File: config.mk
export PLATFORM = sky130hd
export DESIGN_NAME = pipe_hazard_ctl
export DESIGN_NICKNAME = d
export VERILOG_FILES = /design/src/rtl/pipe_hazard_pkg.sv /design/src/rtl/hz_src_match.sv /design/src/rtl/hz_ctl.sv /design/src/rtl/pipe_hazard_ctl.sv
export SDC_FILE = /design/constraint.sdc
export NUM_CORES = 1
export LEC_CHECK = 0
export BUFFER_PORTS_ARGS = -buffer_cell sky130_fd_sc_hd__buf_4
export CAP_MARGIN = 20
export CORE_AREA = 4 4 41 43
export DETAILED_ROUTE_END_ITERATION = 10
export DIE_AREA = 0 0 45 47
export RECOVER_POWER = 50
export REMOVE_ABC_BUFFERS = 1
export SLEW_MARGIN = 10
export SYNTH_ARGS = -nofsm -noshare
export SYNTH_HDL_FRONTEND = slang
export SYNTH_HIERARCHICAL = 1
export SYNTH_SLANG_ARGS = --single-unit
File: constraint.sdc
create_clock -name vclk -period 3.1
set_clock_uncertainty 0.05 [all_clocks]
set_input_delay 0.31 -clock vclk [all_inputs]
set_output_delay 0.31 -clock vclk [all_outputs]
set_load 0.01 [all_outputs]
File: src/rtl/pipe_hazard_pkg.sv
package pipe_hazard_pkg;
  typedef enum logic [1:0] {
    FWD_RF  = 2'd0,
    FWD_ALU = 2'd1,
    FWD_MEM = 2'd2
  } fwd_sel_e;
endpackage

File: src/rtl/hz_src_match.sv
module hz_src_match
  import pipe_hazard_pkg::*;
#(
  parameter int REG_W = 5
) (
  input  logic [REG_W-1:0] src,
  input  logic [REG_W-1:0] ex_rd,
  input  logic             ex_wen,
  input  logic             ex_load,
  input  logic [REG_W-1:0] mem_rd,
  input  logic             mem_wen,
  output fwd_sel_e         sel,
  output logic             load_hit
);
  // A producer counts only if it writes a nonzero register equal to src
  function automatic logic producer_hit(input logic [REG_W-1:0] s,
                                        input logic [REG_W-1:0] rd,
                                        input logic             wen);
    return wen && (s != '0) && (rd == s);
  endfunction

  logic ex_hit, mem_hit;

  assign ex_hit   = producer_hit(src, ex_rd, ex_wen);
  assign mem_hit  = producer_hit(src, mem_rd, mem_wen);
  assign load_hit = ex_hit && ex_load;

  always_comb begin
    if (ex_hit) begin
      sel = ex_load ? FWD_RF : FWD_ALU;  // younger producer first
    end else if (mem_hit) begin
      sel = FWD_MEM;
    end else begin
      sel = FWD_RF;
    end
  end

  always_comb begin
    if (src == '0) begin
      AST_ZERO_NO_FWD: assert (sel == FWD_RF && !load_hit)
        else $error("register 0 forwarded");
    end
    if (ex_hit && !ex_load) begin
      AST_ALU_FIRST: assert (sel == FWD_ALU)
        else $error("ALU-stage match not selected");
    end
  end
endmodule

File: src/rtl/hz_ctl.sv
module hz_ctl #(
  parameter int NSRC = 2
) (
  input  logic [NSRC-1:0] load_hit,
  input  logic            br_taken,
  output logic            stall,
  output logic            flush
);
  assign flush = br_taken;
  assign stall = (|load_hit) && !br_taken;

  always_comb begin
    AST_FLUSH_OVER_STALL: assert (!(stall && flush))
      else $error("stall during flush");
  end
endmodule

File: src/rtl/pipe_hazard_ctl.sv
module pipe_hazard_ctl
  import pipe_hazard_pkg::*;
#(
  parameter int REG_W = 5
) (
  input  logic [REG_W-1:0] dec_rs1,
  input  logic [REG_W-1:0] dec_rs2,
  input  logic [REG_W-1:0] ex_rd,
  input  logic             ex_wen,
  input  logic             ex_load,
  input  logic [REG_W-1:0] mem_rd,
  input  logic             mem_wen,
  input  logic             br_taken,
  output logic [1:0]       fwd_a,
  output logic [1:0]       fwd_b,
  output logic             stall,
  output logic             flush
);
  localparam int NSRC = 2;

  logic [REG_W-1:0] src_num [NSRC];
  fwd_sel_e         src_sel [NSRC];
  logic [NSRC-1:0]  load_hit;

  assign src_num[0] = dec_rs1;
  assign src_num[1] = dec_rs2;

  for (genvar i = 0; i < NSRC; i++) begin : g_src
    hz_src_match #(.REG_W(REG_W)) u_match (
      .src     (src_num[i]),
      .ex_rd   (ex_rd),
      .ex_wen  (ex_wen),
      .ex_load (ex_load),
      .mem_rd  (mem_rd),
      .mem_wen (mem_wen),
      .sel     (src_sel[i]),
      .load_hit(load_hit[i])
    );
  end

  hz_ctl #(.NSRC(NSRC)) u_ctl (
    .load_hit(load_hit),
    .br_taken(br_taken),
    .stall   (stall),
    .flush   (flush)
  );

  assign fwd_a = src_sel[0];
  assign fwd_b = src_sel[1];

  always_comb begin
    AST_SEL_LEGAL: assert (fwd_a != 2'd3 && fwd_b != 2'd3)
      else $error("illegal select");
    if (stall) begin
      AST_STALL_CAUSE: assert (ex_load && ex_wen)
        else $error("stall without ALU-stage load");
    end
  end
endmodule

==> impl_metrics.ini <==
[floorplan]
initial_core_util_pct = 25.4
fp.dieW_microns = 45
dieArea_sq_mm = 0.00212
boundaryPins = 30
coreArea_sq_mm = 0.00130
row_count = 13
die_y_microns = 47

[worst_hold_path]
min_path_cells = 2
hold_start = br_taken
worstHoldPathType = in -> out
min_to = flush

[worst_setup_path]
crit_top_cell = buf_4
worstSetupEndpointType = output port
slowest_stage = or4_1
cp.required_ps = 2740
worst-setup-path-type = in -> out
critPathLaunchType = input pin
crit_fanout = 3
cp.arrival_ps = 1600
worstPathCellList = buf_4 -> or4_1 -> o211ai_1 -> nor3_1 -> o21ba_1 -> buf_4
slowest_delay_ps = 540

[timing]
tightest_slew_ps = 239
slew-limit-headroom_pct = 83.9
fmax_mhz = 511
fin_crit_ps = 1960
slew_viol_final = 0
setup_tns_ps = 0
post-route-period-util_pct = 63.1
finalSetupViolCount = 0
rsz0062_at_grt = no
finalHoldViolCount = 0

[routing]
avgRoutedWirePerCell_microns = 12.2
drc_errors = 0
avgViaCountPerCell = 4.73
ant_nets = 0
drt_iter0_markers = 1
drtPass1Iterations = 2
wirelength_microns = 1070
vias = 416

[pwr]
power_switching_uw = 29.2
power_density_mw_per_mm2 = 124
switching_share_pct = 42.4
p_seq_share_pct = 0
pwr-share-comb_pct = 100.0
ir_drop_uv = 44.6
leakage_uw = 0.000239
clkPwrFrac_pct = 0
p_int_uw = 39.7

[final_layout]
nNetsFinal = 99
diodes = 0
nFlopsAndLatches = 0
fin_cells = 88
syn2layout_area_growth_pct = 68.2
drive_gt1_share_pct = 37.0
regArea_sq_um = 0
nClkBuffers = 0

[logic_synthesis]
ys_seq_area_share_pct = 0
yosysMostFrequentCell = xnor2_1
syn_area_sq_um = 330
yosys-top-cells-count = xnor2_1 (12), xor2_1 (8), nor3_1 (4)
synth_cells = 44
yosysWarnings = 6
netlist_top_cells_area = xnor2_1 (32%), xor2_1 (21%), o2111a_1 (6.8%), nor3_1 (6.1%), o211ai_1 (4.5%)
yosysTopAreaCell = xnor2_1
synth.avg_cell_area_sq_um = 7.51
synth_top_area_share_pct = 31.8
ys_types = 14

[place]
dp.cells = 88
numPortBuffers = 30
place_hpwl_microns = 1020
gp_congestion = 0.805

[grt]
grt_usage_pct = 10.5
grt_max_degree = 5
overflow = 0
grt_pass1_wl_microns = 1690
antenna_found_initial = 0
first_global_vias = 420

[cts]
ctsHoldBuffers = 0
cts_resized = 0
post_cts_buffers = 0

[run]
cap_violations = 0

[outcome]
status = complete, no violations
==> logic make-up (layout without fill, tap and decap cells) <==
family,Yosys count,in the layout,synth area share [%]
AOI/OAI and AO/OA,5,5,14.4
xor gates and xnor gates,20,20,53.0
buffers and inverters,3,32,4.55
and+or+nand+nor,16,16,28.0
==> how the worst max path moves through the flow <==
stage	from	endpoint	slack (ps)	cells past startpoint
floorplan	dec_rs2[1]	stall	1440	4
global placement	dec_rs2[1]	stall	1120	6
detailed placement	dec_rs2[1]	stall	1120	6
CTS	dec_rs2[1]	stall	1120	6
global route	dec_rs2[1]	stall	1080	6
finish	dec_rs2[1]	stall	1140	6
==> critical path: cells and delay by family <==
family	cells	cell delay, ps
compound gates	2	410
simple gates	2	610
buf+inv	2	270
==> metrics by stage <==
step / util, % / hold slack, ps / setup WS (ps) / power (uW) / area (sq um)
after floorplan: - / 570 / 1440 / 29.2 / 323
after global placement: 43.6 / 756 / 1120 / 69.7 / 567
after detailed placement: 43.6 / 757 / 1120 / 70.3 / 567
after CTS: 43.6 / 757 / 1120 / 70.6 / 567
after global routing: 42.7 / 811 / 1080 / 75.7 / 556
final: 42.7 / 787 / 1140 / 68.9 / 556
==> layout by cell type, fill, tap and decap left out <==
cell / instances
nor3_1: 4
clkbuf_1: 3
o21ba_1: 1
xnor2_1: 12
or4_1: 2
xor2_1: 8
nand2_1: 2
nor4_1: 2
and2_0: 2
or2_0: 2
inv_1: 2
nand4_1: 2
buf_4: 27
o211ai_1: 2
o2111a_1: 2
==> power groups by stage <==
stage          clock network [uW]  logic, uW  registers (uW)
6_report                        0       68.9               0
5_1_grt                         0       75.7               0
4_1_cts                         0       70.6               0
3_5_place_dp                    0       70.3               0
3_3_place_gp                    0       69.7               0
2_1_floorplan                   0       29.2               0
==> final cells by class <==
| class | count | area, sq um |
|---|---|---|
| fill | 148 | 746 |
| inverter | 2 | 7.51 |
| multi-input combinational | 41 | 315 |
| tap | 15 | 18.8 |
| timing repair buffer | 30 | 214 |
==> metal layers <==
metal | global-route usage [%] | routed length [microns] | vias to the layer above
li1 | - | - | 214
met1 | 10.8 | 389 | 183
met2 | 22.6 | 587 | 19
met3 | 1.92 | 94 | 0
met4 | 0 | 0 | 0
met5 | 0 | 0 | -
Note: power is estimated with default switching activity, not from simulation.
